File: src/rtl/sfr_pkg.sv
package sfr_pkg;

    typedef enum logic [1:0] {
        ACQ_TRANSPARENT = 2'd0,
        ACQ_GAP         = 2'd1,
        ACQ_SYNCWORD    = 2'd2
    } acq_mode_e;

    typedef struct packed {
        logic       sof;
        logic       eof;
        logic       ferr;
        logic [7:0] data;
    } entry_t;

    localparam int ENTRY_W = $bits(entry_t);

endpackage

File: src/rtl/sfr_async_rx.sv
module sfr_async_rx #(
    parameter int OSR = 16
) (
    input  logic       clk,
    input  logic       rst_n,
    input  logic       en,
    input  logic       os_tick,
    input  logic       rx,
    output logic       byte_valid,
    output logic [7:0] byte_data,
    output logic       byte_ferr,
    output logic       busy
);

    localparam int CW = $clog2(OSR);
    localparam logic [CW-1:0] MID  = CW'(OSR / 2 - 1);
    localparam logic [CW-1:0] LAST = CW'(OSR - 1);

    typedef enum logic [1:0] {S_IDLE, S_START, S_DATA, S_STOP} rx_state_e;

    typedef struct packed {
        rx_state_e   st;
        logic [CW-1:0] cnt;
        logic [2:0]  idx;
        logic [7:0]  sr;
        logic        vld;
        logic        ferr;
        logic        line_hi;
        logic        s1;
        logic        s2;
    } st_t;

    st_t q, d;

    always_comb begin
        d      = q;
        d.vld  = 1'b0;
        d.s1   = rx;
        d.s2   = q.s1;
        if (q.st == S_IDLE && q.s2) begin
            d.line_hi = 1'b1;
        end
        if (!en) begin
            d.st = S_IDLE;
        end else if (os_tick) begin
            unique case (q.st)
                S_IDLE: begin
                    if (q.line_hi && !q.s2) begin
                        d.st      = S_START;
                        d.cnt     = '0;
                        d.line_hi = 1'b0;
                    end
                end
                S_START: begin
                    if (q.cnt == MID) begin
                        d.cnt = '0;
                        d.idx = '0;
                        d.st  = q.s2 ? S_IDLE : S_DATA;
                    end else begin
                        d.cnt = q.cnt + 1'b1;
                    end
                end
                S_DATA: begin
                    if (q.cnt == LAST) begin
                        d.cnt = '0;
                        d.sr  = {q.s2, q.sr[7:1]};
                        d.idx = q.idx + 1'b1;
                        if (q.idx == 3'd7) begin
                            d.st = S_STOP;
                        end
                    end else begin
                        d.cnt = q.cnt + 1'b1;
                    end
                end
                default: begin
                    if (q.cnt == LAST) begin
                        d.vld  = 1'b1;
                        d.ferr = !q.s2;
                        d.st   = S_IDLE;
                    end else begin
                        d.cnt = q.cnt + 1'b1;
                    end
                end
            endcase
        end
    end

    always_ff @(posedge clk or negedge rst_n) begin
        if (!rst_n) begin
            q      <= '0;
            q.st   <= S_IDLE;
            q.s1   <= 1'b1;
            q.s2   <= 1'b1;
        end else begin
            q <= d;
        end
    end

    assign byte_valid = q.vld;
    assign byte_data  = q.sr;
    assign byte_ferr  = q.ferr;
    assign busy       = (q.st != S_IDLE);

    // a character is only delivered by the stop state, never straight after a start check
    p_valid_from_stop_r2: assert property (@(posedge clk) disable iff (!rst_n)
        q.vld |-> $past(q.st) == S_STOP);

endmodule

File: src/rtl/sfr_sync_rx.sv
module sfr_sync_rx (
    input  logic       clk,
    input  logic       rst_n,
    input  logic       en,
    input  logic       sclk,
    input  logic       sdata,
    input  logic       hunt,
    input  logic       realign,
    input  logic [7:0] sync_word,
    output logic       bit_evt,
    output logic       byte_valid,
    output logic [7:0] byte_data,
    output logic       match
);

    typedef struct packed {
        logic       c1;
        logic       c2;
        logic       c3;
        logic       d1;
        logic       d2;
        logic [7:0] sr;
        logic [2:0] cnt;
        logic       vld;
        logic       mt;
    } st_t;

    st_t q, d;
    logic rise;
    logic [7:0] nsr;

    assign rise = q.c2 && !q.c3;
    assign nsr  = {q.d2, q.sr[7:1]};

    always_comb begin
        d     = q;
        d.c1  = sclk;
        d.c2  = q.c1;
        d.c3  = q.c2;
        d.d1  = sdata;
        d.d2  = q.d1;
        d.vld = 1'b0;
        d.mt  = 1'b0;
        if (!en || realign) begin
            d.cnt = '0;
        end else if (rise) begin
            d.sr = nsr;
            if (hunt) begin
                if (nsr == sync_word) begin
                    d.mt  = 1'b1;
                    d.cnt = '0;
                end
            end else if (q.cnt == 3'd7) begin
                d.vld = 1'b1;
                d.cnt = '0;
            end else begin
                d.cnt = q.cnt + 1'b1;
            end
        end
    end

    always_ff @(posedge clk or negedge rst_n) begin
        if (!rst_n) begin
            q <= '0;
        end else begin
            q <= d;
        end
    end

    assign bit_evt    = en && rise;
    assign byte_valid = q.vld;
    assign byte_data  = q.sr;
    assign match      = q.mt;

    // a pattern match is only reported while the framer is hunting
    p_match_when_hunting_r8: assert property (@(posedge clk) disable iff (!rst_n)
        match |-> $past(hunt));

endmodule

File: src/rtl/sfr_fifo.sv
module sfr_fifo #(
    parameter int W     = 11,
    parameter int DEPTH = 8
) (
    input  logic         clk,
    input  logic         rst_n,
    input  logic         push,
    input  logic [W-1:0] din,
    input  logic         pop,
    output logic [W-1:0] dout,
    output logic         valid,
    output logic         full
);

    localparam int AW = $clog2(DEPTH);

    typedef struct packed {
        logic [AW:0] wptr;
        logic [AW:0] rptr;
    } st_t;

    st_t q, d;
    logic [W-1:0] mem [DEPTH];
    logic [AW:0]  count;
    logic         do_push;
    logic         do_pop;

    assign count   = q.wptr - q.rptr;
    assign full    = (count == (AW+1)'(DEPTH));
    assign valid   = (count != '0);
    assign do_push = push && !full;
    assign do_pop  = pop && valid;
    assign dout    = mem[q.rptr[AW-1:0]];

    always_comb begin
        d = q;
        if (do_push) begin
            d.wptr = q.wptr + 1'b1;
        end
        if (do_pop) begin
            d.rptr = q.rptr + 1'b1;
        end
    end

    always_ff @(posedge clk or negedge rst_n) begin
        if (!rst_n) begin
            q <= '0;
        end else begin
            q <= d;
        end
    end

    always_ff @(posedge clk) begin
        if (do_push) begin
            mem[q.wptr[AW-1:0]] <= din;
        end
    end

    // a byte offered to a full queue leaves the fill level unchanged
    p_drop_when_full_r10: assert property (@(posedge clk) disable iff (!rst_n)
        (push && full && !pop) |=> count == $past(count));

    // the fill level never exceeds the depth
    p_count_bound_r9: assert property (@(posedge clk) disable iff (!rst_n)
        count <= (AW+1)'(DEPTH));

endmodule

File: src/rtl/serial_frame_rx.sv
module serial_frame_rx #(
    parameter int DEPTH = 8,
    parameter int OSR   = 16,
    parameter int DIV_W = 16,
    parameter int GAP_W = 16
) (
    input  logic        clk,
    input  logic        rst_n,
    input  logic        rx_async,
    input  logic        sclk_in,
    input  logic        sdata_in,
    input  logic        cfg_we,
    input  logic [1:0]  cfg_addr,
    input  logic [15:0] cfg_wdata,
    input  logic        rd_en,
    output logic        rd_valid,
    output logic [10:0] rd_data,
    output logic        overflow
);
    import sfr_pkg::*;

    localparam int OSR_W = $clog2(OSR);
    localparam logic [OSR_W-1:0] OS_LAST = OSR_W'(OSR - 1);

    typedef struct packed {
        logic [DIV_W-1:0] div;
        logic             clocked;
        logic [1:0]       acq;
        logic [7:0]       sync;
        logic [GAP_W-1:0] gaplen;
        logic [DIV_W-1:0] os_cnt;
        logic [OSR_W-1:0] bt_cnt;
        logic [GAP_W-1:0] gap_cnt;
        logic             gap_armed;
        logic             r1;
        logic             r2;
        logic             r3;
        logic             in_frame;
        logic             fresh;
        logic             pend_v;
        entry_t           pend;
        logic             push;
        entry_t           push_e;
        logic             ovf;
    } st_t;

    st_t q, d;

    logic       os_tick, bit_tick, expire, hunting, act;
    logic       bv, bferr, mt;
    logic [7:0] bdata;
    logic [GAP_W:0] gnext;

    logic       a_vld, a_ferr, a_busy;
    logic [7:0] a_data;
    logic       s_evt, s_vld, s_match;
    logic [7:0] s_data;
    logic       f_full;
    entry_t     f_dout;

    assign os_tick  = (q.os_cnt == q.div);
    assign bit_tick = os_tick && (q.bt_cnt == OS_LAST);
    assign hunting  = (q.acq == ACQ_SYNCWORD) && !q.in_frame;
    assign gnext    = {1'b0, q.gap_cnt} + 1'b1;

    sfr_async_rx #(.OSR(OSR)) i_async (
        .clk        (clk),
        .rst_n      (rst_n),
        .en         (!q.clocked),
        .os_tick    (os_tick),
        .rx         (rx_async),
        .byte_valid (a_vld),
        .byte_data  (a_data),
        .byte_ferr  (a_ferr),
        .busy       (a_busy)
    );

    sfr_sync_rx i_sync (
        .clk        (clk),
        .rst_n      (rst_n),
        .en         (q.clocked),
        .sclk       (sclk_in),
        .sdata      (sdata_in),
        .hunt       (hunting),
        .realign    (expire),
        .sync_word  (q.sync),
        .bit_evt    (s_evt),
        .byte_valid (s_vld),
        .byte_data  (s_data),
        .match      (s_match)
    );

    always_comb begin
        d        = q;
        d.push   = 1'b0;
        d.push_e = '0;
        expire   = 1'b0;
        d.r1     = rx_async;
        d.r2     = q.r1;
        d.r3     = q.r2;

        // oversampling and bit-period tick generation
        if (os_tick) begin
            d.os_cnt = '0;
            d.bt_cnt = q.bt_cnt + 1'b1;
        end else begin
            d.os_cnt = q.os_cnt + 1'b1;
        end

        // byte source selection
        bv    = q.clocked ? s_vld : a_vld;
        bdata = q.clocked ? s_data : a_data;
        bferr = q.clocked ? 1'b0 : a_ferr;
        mt    = q.clocked ? s_match : (a_vld && hunting && (a_data == q.sync));
        act   = q.clocked ? s_evt : ((q.r2 != q.r3) || a_busy);

        // quiet-gap measurement in bit periods
        if (act || bv) begin
            d.gap_cnt   = '0;
            d.gap_armed = 1'b1;
        end else if (bit_tick && q.gap_armed) begin
            if (gnext >= {1'b0, q.gaplen}) begin
                expire      = 1'b1;
                d.gap_armed = 1'b0;
                d.gap_cnt   = '0;
            end else begin
                d.gap_cnt = gnext[GAP_W-1:0];
            end
        end

        // frame delimiting
        if (q.acq == ACQ_GAP || q.acq == ACQ_SYNCWORD) begin
            if (mt) begin
                d.in_frame = 1'b1;
                d.fresh    = 1'b1;
            end else if (bv && (q.in_frame || q.acq == ACQ_GAP)) begin
                if (q.pend_v) begin
                    d.push   = 1'b1;
                    d.push_e = q.pend;
                end
                d.pend.sof  = !q.in_frame || q.fresh;
                d.pend.eof  = 1'b0;
                d.pend.ferr = bferr;
                d.pend.data = bdata;
                d.pend_v    = 1'b1;
                d.in_frame  = 1'b1;
                d.fresh     = 1'b0;
            end else if (expire) begin
                if (q.pend_v) begin
                    d.push       = 1'b1;
                    d.push_e     = q.pend;
                    d.push_e.eof = 1'b1;
                end
                d.pend_v   = 1'b0;
                d.in_frame = 1'b0;
                d.fresh    = 1'b0;
            end
        end else begin
            d.in_frame = 1'b0;
            d.pend_v   = 1'b0;
            d.fresh    = 1'b0;
            if (bv) begin
                d.push        = 1'b1;
                d.push_e.ferr = bferr;
                d.push_e.data = bdata;
            end
        end

        // overflow bookkeeping: set on a dropped byte
        if (q.push && f_full) begin
            d.ovf = 1'b1;
        end

        // configuration writes; any write clears the overflow flag
        if (cfg_we) begin
            d.ovf = 1'b0;
            unique case (cfg_addr)
                2'd0: d.div = cfg_wdata[DIV_W-1:0];
                2'd1: begin
                    d.clocked  = cfg_wdata[0];
                    d.acq      = cfg_wdata[2:1];
                    d.in_frame = 1'b0;
                    d.pend_v   = 1'b0;
                    d.fresh    = 1'b0;
                end
                2'd2: d.sync = cfg_wdata[7:0];
                default: d.gaplen = cfg_wdata[GAP_W-1:0];
            endcase
        end
    end

    always_ff @(posedge clk or negedge rst_n) begin
        if (!rst_n) begin
            q        <= '0;
            q.r1     <= 1'b1;
            q.r2     <= 1'b1;
            q.r3     <= 1'b1;
            q.gaplen <= GAP_W'(16);
        end else begin
            q <= d;
        end
    end

    sfr_fifo #(.W(ENTRY_W), .DEPTH(DEPTH)) i_fifo (
        .clk   (clk),
        .rst_n (rst_n),
        .push  (q.push),
        .din   (q.push_e),
        .pop   (rd_en),
        .dout  (f_dout),
        .valid (rd_valid),
        .full  (f_full)
    );

    assign rd_data  = f_dout;
    assign overflow = q.ovf;

    // overflow stays set until a configuration write
    p_ovf_sticky_r10: assert property (@(posedge clk) disable iff (!rst_n)
        (overflow && !cfg_we) |=> overflow);

    // a configuration write leaves the flag clear
    p_ovf_clear_r10: assert property (@(posedge clk) disable iff (!rst_n)
        cfg_we |=> !overflow);

    // an unread head entry stays put
    p_head_hold_r9: assert property (@(posedge clk) disable iff (!rst_n)
        (rd_valid && !rd_en) |=> (rd_valid && $stable(rd_data)));

    // transparent entries never carry boundary markers
    p_transparent_plain_r5: assert property (@(posedge clk) disable iff (!rst_n)
        (q.push && q.acq == ACQ_TRANSPARENT && $past(q.acq) == ACQ_TRANSPARENT)
            |-> (!q.push_e.sof && !q.push_e.eof));

endmodule

File: config.mk
export PLATFORM = sky130hd
export DESIGN_NAME = serial_frame_rx
export DESIGN_NICKNAME = d
export VERILOG_FILES = /design/src/rtl/sfr_pkg.sv /design/src/rtl/sfr_async_rx.sv /design/src/rtl/sfr_sync_rx.sv /design/src/rtl/sfr_fifo.sv /design/src/rtl/serial_frame_rx.sv
export SDC_FILE = /design/constraint.sdc
export NUM_CORES = 1
export LEC_CHECK = 0
export BUFFER_PORTS_ARGS = -buffer_cell sky130_fd_sc_hd__buf_4
export CAP_MARGIN = 20
export CORE_ASPECT_RATIO = 2
export CORE_MARGIN = 5
export CORE_UTILIZATION = 60
export CTS_CLUSTER_SIZE = 30
export DETAILED_ROUTE_END_ITERATION = 6
export PLACE_DENSITY = 0.77
export RECOVER_POWER = 100
export SLEW_MARGIN = 20
export SYNTH_ARGS = -nofsm -noshare
export SYNTH_HDL_FRONTEND = slang
export SYNTH_HIERARCHICAL = 1
export SYNTH_SLANG_ARGS = --single-unit
File: constraint.sdc
create_clock -name clk -period 6.3 [get_ports clk]
set_input_delay 0.315 -clock clk [delete_from_list [all_inputs] [get_ports clk]]
set_output_delay 0.315 -clock clk [all_outputs]
set_load 0.1 [all_outputs]
==> results_dict.tcl, run 1 <==
set metrics [dict create \
    p_comb_share_pct 21.2 \
    cts-root-buf "clkbuf_16" \
    dp_hpwl_um 15500 \
    synth-seq-area-share_pct 58.07 \
    setup_tns_ns 0 \
    synth.cell_area_um2 11330 \
    crit_buf_inv 1 \
    die_y_um 204.3 \
    intPower_uw 2837 \
    insertion_delay_ns 0.49 \
    slowest_delay_ns 2.11 \
    wirelength_um 21740 \
    cts.clk_slew.worst_paths_ns 0.07 \
    ys.flop_type "dfrtp_1" \
    peakVddDrop_v 0.0003326 \
    r2r-end "i_sync/q[4]" \
    setup_viol 0 \
    syn_area_per_cell_um2 13.19 \
    crit_arrival_ns 5.15 \
    hold_viol_final 0 \
    drv_slew 135 \
    p_clk_share_pct 31.9 \
    drc 0 \
    cp-start-kind "register" \
    powerDensity_nw_per_um2 328.6 \
    p_leak_uw 0.005163 \
    r2r-start "q[57]" \
    critPathKind "register to register" \
    cts_setup_buffers 0 \
    grt_pass1_vias 7059 \
    synth-seq-cells 245 \
    whs_endpoint "overflow" \
    layout_min_cycle_time_ns 4.801 \
    clockBufferDepth 3 \
    grt_max_degree 81 \
    dieArea_um2 21890 \
    worstHoldStart "cfg_we" \
    status "finished with violations" \
    place.gp.congestion 0.8185 \
    switching_share_pct 30.10 \
    hold_path_class "input pin to register" \
    synthCells 859 \
    skew_ns 0.01439 \
    ioPinCount 38 \
    n_antenna_cell 0 \
    synth_edf_count 88 \
    slew-limit-headroom_pct -175.5 \
    final_area_um2 12350 \
    tightestPinTransition_ns 4.132 \
    dieWidth_um 107.2 \
    grt_pass1_wl_um 36140 \
    start_util_pct 60.44 \
    overflow 0 \
    portBuffers 37 \
    drt_iter0_markers 370 \
    core_um2 18740 \
    cp-end-kind "register" \
    final_antenna_net_count 0 \
    critPathRequiredTime_ns 6.65 \
    numCtsBuffers 21 \
    holdPathStages 2 \
    grt_usage_pct 20.85 \
    violations "max-capacitance violations, max-slew violations" \
    placed_area_um2 11800 \
    antenna_found_initial 0 \
    ys_async_sr_fraction_pct 64.08 \
    htree_levels 1 \
    crit_fanout 17 \
    wire_per_inst_um 18.70 \
    r2r_cells 10 \
    min_period_over_period_pct 76.20 \
    max_cap_violations 4 \
    cts_tree "yes" \
    crit_chain "xnor2_1 -> nand4_1 -> nor4_1 -> buf_4 -> nand3_1 -> nor2_1 -> and4bb_1 -> nor2b_1 -> a22oi_1 -> o21ai_0" \
    synth_nets 920 \
    regToRegSetupSlack_ns 1.50 \
    final_net_count 955 \
    ys_types 73 \
    power_frac_seq_pct 46.9 \
    p_sw_uw 1222 \
    via_per_inst 5.696 \
    path_delay_family "simple AND/OR/NAND/NOR gates" \
    crit_slowest_cell "nor4_1" \
    yosys_warnings 6 \
    filler_cell_count 1406 \
    timing.fmax_ghz 0.2083 \
    vias 6624 \
    final_layout_size_suffix_gt1_share_pct 17.51 \
    drt_first_pass_iters 5 \
    rows 71 \
    rsz0062_at_grt "no" \
    area.growth.synth_to_final_pct 9.046 \
    clock_sinks 245 \
]
[state kept, by name, indices dropped and copies added (netlist names), 2 cells and up, named ones only]
| signal | cells |
|---|---|
| q | 106 |
| i_async/q | 10 |
| i_fifo/mem | 88 |
| i_sync/d | 3 |
| i_fifo/q | 8 |
| d | 2 |
| i_async/byte_data | 8 |
| i_sync/q | 4 |
| i_sync/byte_data | 8 |
[synthesized netlist by cell type, types with 12 or more instances]
library cell	instances	area (um^2)
inv_1	43	161.4
a22o_1	14	122.6
nand2_1	86	322.8
mux4_2	22	495.5
nor3_1	16	80.08
buf_4	17	127.6
mux2i_1	12	120.1
o21ai_0	26	130.1
edfxtp_1	88	2643
and3_1	13	81.33
nand4_1	12	75.07
mux2_2	64	720.7
dfrtp_1	151	3779
xnor2_1	48	420.4
nor2_1	34	127.6
ha_1	36	450.4
xor2_1	19	166.4
nand3_1	17	85.08
a21oi_1	17	85.08
[power groups by stage]
stage	combinational [uW]	clock, uW	sequential (uW)
finish	862	1290	1900
global route	945	1390	1920
CTS	918	1330	1900
detailed placement	912	0	1940
global placement	897	0	1930
floorplan	768	0	1880
[placed cells by master, fill, tap and decap left out, drive strengths merged, types with 30 or more instances in the layout]
cell and instances:
xnor2 50, o21ai 30, edfxtp 88, nand2 86, dfrtp 151, nor2 36
inv 44, mux2 65, clkbuf 52, ha 36
[area by class of cell]
class | count | area (um^2) | area share, %
clock buffer | 27 | 548.0 | 4.436
multi-input combinational | 531 | 4278 | 34.63
inverter | 43 | 161.4 | 1.307
sequential | 245 | 6579 | 53.26
timing repair buffer | 52 | 337.8 | 2.735
tap | 255 | 319.1 | 2.583
clock inverter | 10 | 130.1 | 1.053
[repair_timing]
item                      in CTS  in global routing
hold endpoints to repair      81                  0
gates resized for setup        0                  0
hold buffers                   4                  0
[routing by layer]
metal  global-route usage (%)  part of all wire, %
met5                        0                    0
met4                    6.767                  2.7
met3                    2.118                  2.7
met2                    40.77                   58
met1                    23.02                   37
[worst max-delay path by stage]
stage	start	end	slack, ns	cells after the start
finish	q[57]	i_sync/q[4]	1.50	10
global route	q[57]	i_sync/q[3]	1.07	10
CTS	q[31]	i_sync/q[4]	2.09	15
detailed placement	q[31]	i_sync/q[4]	2.15	15
global placement	q[31]	i_sync/byte_data[4]	2.27	13
floorplan	i_fifo/q[1]	i_fifo/mem[5][0]	2.72	9
[worst reg2reg max path: cells and delay by family, from the launching register on]
family | cells | cell delay [ns]
xor+xnor | 1 | 0.18
flops | 1 | 0.45
compound gates | 2 | 0.30
simple gates | 6 | 3.27
buf+inv | 1 | 0.45
[stage by stage]
| stage | setup slack, ns | util (%) | std cells | total power, uW | hold slack (ns) |
|---|---|---|---|---|---|
| after global placement | 2.273 | 62.93 | 1121 | 2830 | 0.3329 |
| after detailed placement | 2.149 | 62.93 | 1121 | 2848 | 0.3347 |
| after floorplan | 2.715 | - | 859 | 2648 | 0.01941 |
| after CTS | 2.094 | 66.76 | 1162 | 4154 | 0.01341 |
| final | 1.499 | 65.90 | 1163 | 4059 | 0.03909 |
| after global routing | 1.067 | 65.90 | 1163 | 4256 | 0.02742 |
[cell families after synthesis]
family,share of synthesized area (%)
compound gates,6.572
xor+xnor,5.567
fa+ha+maj,3.976
buf+inv,3.656
flops,58.07
mux,11.93
simple gates,10.23
Note: power is estimated with default switching activity, not from simulation.
==> run 2, diff against run 1 <==
--- a/config.mk
+++ b/config.mk
@@ -9,10 +9,10 @@
 export CAP_MARGIN = 20
 export CORE_ASPECT_RATIO = 2
 export CORE_MARGIN = 5
-export CORE_UTILIZATION = 60
+export CORE_UTILIZATION = 56
 export CTS_CLUSTER_SIZE = 30
 export DETAILED_ROUTE_END_ITERATION = 6
-export PLACE_DENSITY = 0.77
+export PLACE_DENSITY = 0.76
 export RECOVER_POWER = 100
 export SLEW_MARGIN = 20
 export SYNTH_ARGS = -nofsm -noshare
==> constraint.sdc (replaced) <==
create_clock -name clk -period 4.3 [get_ports clk]
set_input_delay 0.215 -clock clk [delete_from_list [all_inputs] [get_ports clk]]
set_output_delay 0.215 -clock clk [all_outputs]
set_load 0.1 [all_outputs]
==> results_dict.tcl, run 2 (synthesis gave the netlist of run 1 again) <==
set metrics [dict create \
    status "finished with violations" \
    violations "max-capacitance violations, max-slew violations" \
    setup_viol 0 \
    whs_endpoint "i_fifo/q[2]" \
    largest-register "q" \
    peakVddDrop_v 0.0004082 \
    final_net_count 978 \
    cts.clk_slew.worst_paths_ns 0.07 \
    slowest_delay_ns 0.50 \
    skew_ns 0.01698 \
    timing.fmax_ghz 0.2582 \
    worstHoldStart "rd_en" \
    critPathKind "register to register" \
    rsz0062_at_grt "no" \
    dieArea_um2 23350 \
    final-seq-area_um2 6579 \
    r2r-start "q[31]" \
    crit_arrival_ns 4.28 \
    clockBufferDepth 3 \
    die_y_um 211.1 \
    wirelength_um 21590 \
    portBuffers 37 \
    place.gp.congestion 0.8094 \
    hold_viol_final 0 \
    drc 0 \
    via_per_inst 5.621 \
    regToRegSetupSlack_ns 0.43 \
    max_cap_violations 2 \
    vias 6711 \
    setup_tns_ns 0 \
    cp-end-kind "register" \
    wire_per_inst_um 18.09 \
    ioPinCount 38 \
    final_cell_mix "dfrtp_1, edfxtp_1, nand2_1" \
    slew-limit-headroom_pct -59.35 \
    drt_iter0_markers 229 \
    crit_fanout 10 \
    multi_input_area_um2 4264 \
    cts_setup_buffers 0 \
    power_frac_seq_pct 46.8 \
    hold_path_class "input pin to register" \
    tightestPinTransition_ns 2.390 \
    grt_max_degree 98 \
    hold_slack_ns 0.09352 \
    dieWidth_um 110.6 \
    insertion_delay_ns 0.51 \
    n_antenna_cell 0 \
    cts_tree "yes" \
    grt_usage_pct 19.13 \
    p_clk_share_pct 31.2 \
    numCtsBuffers 21 \
    p_comb_share_pct 22.0 \
    dp_hpwl_um 15040 \
    powerDensity_nw_per_um2 473.9 \
    cts-root-buf "clkbuf_16" \
    start_util_pct 56.89 \
    rows 73 \
    grt_pass1_vias 7210 \
    path_delay_family "simple AND/OR/NAND/NOR gates" \
    filler_cell_count 1591 \
    final_antenna_net_count 0 \
    clock_sinks 245 \
    final_common_cell "dfrtp_1" \
    largest_register_ffs 106 \
    min_period_over_period_pct 90.06 \
    p_leak_uw 0.005260 \
    crit_slowest_cell "and4bb_2" \
    antenna_found_initial 0 \
    intPower_uw 4112 \
    area.growth.synth_to_final_pct 10.57 \
    core_um2 19910 \
    grt_pass1_wl_um 36560 \
    drt_first_pass_iters 5 \
    overflow 0 \
    crit_buf_inv 0 \
    cp-start-kind "register" \
    cp-startpoint "q[31]" \
    critPathRequiredTime_ns 4.71 \
    r2r_cells 15 \
    layout_min_cycle_time_ns 3.873 \
    holdPathStages 4 \
    final_layout_size_suffix_gt1_share_pct 18.99 \
    htree_levels 1 \
    drv_slew 124 \
    switching_share_pct 30.72 \
    crit_chain "ha_1 -> nand3_1 -> nor3_2 -> and3_1 -> xor2_1 -> ha_1 -> a21oi_1 -> nor3_1 -> a211o_1 -> nor3_2 -> nor2_1 -> and4bb_2 -> nor2b_4 -> a22oi_1 -> o21ai_0" \
    r2r-end "i_sync/q[4]" \
    p_sw_uw 1823 \
]
[run 2: what timing repair did]
action	in CTS	in global routing
hold endpoints to repair	134	0
hold buffers	21	0
endpoints found under the setup margin	0	12
resized for setup	0	2
[run 2: power by group through the flow]
stage | logic, uW | clock network (uW) | registers, uW
after floorplan | 1130 | 0 | 2750
after global placement | 1340 | 0 | 2820
after detailed placement | 1360 | 0 | 2820
after CTS | 1390 | 1890 | 2780
after global routing | 1430 | 1990 | 2800
final | 1310 | 1850 | 2780
[run 2: how the worst max path moves through the flow]
stage | to | slack, ns | cells past startpoint
global placement | i_sync/q[3] | 0.36 | 15
floorplan | i_fifo/mem[5][0] | 0.72 | 9
CTS | i_sync/q[4] | 0.17 | 15
finish | i_sync/q[4] | 0.43 | 15
detailed placement | i_sync/q[4] | 0.21 | 15
global route | i_sync/q[4] | 0.08 | 15
[run 2: worst min-delay path, stage by stage]
cell,delay (ns)
buf_4,0.11
nand2_1,0.06
a21oi_1,0.05
xnor2_1,0.12
[run 2: cell type report]
cell class / instances / area share [%]
clock inverters: 10 / 0.6992
clock buffers: 28 / 4.645
well taps: 262 / 2.617
flip-flops and latches: 245 / 52.52
inverters: 43 / 1.289
repair buffers: 75 / 4.185
multi-input cells: 531 / 34.04
[run 2: per-layer routing]
| layer | vias to the layer above | part of all wire (%) | track usage, % |
|---|---|---|---|
| met5 | - | 0 | 0 |
| met4 | 0 | 2.3 | 5.952 |
| met3 | 34 | 2.8 | 2.007 |
| met2 | 100 | 57 | 37.00 |
| met1 | 3380 | 38 | 22.01 |
| li1 | 3197 | - | - |
[run 2: through the flow]
| step | std cells | power (uW) | area [um^2] | utilization (%) | setup WS [ns] |
|---|---|---|---|---|---|
| 6_report | 1194 | 5936 | 12530 | 62.91 | 0.4273 |
| 3_5_place_dp | 1135 | 4185 | 11830 | 59.42 | 0.2054 |
| 2_1_floorplan | 859 | 3880 | 11330 | - | 0.7151 |
| 5_1_grt | 1194 | 6218 | 12530 | 62.91 | 0.08370 |
| 4_1_cts | 1194 | 6058 | 12710 | 63.84 | 0.1731 |
| 3_3_place_gp | 1135 | 4153 | 11830 | 59.42 | 0.3644 |
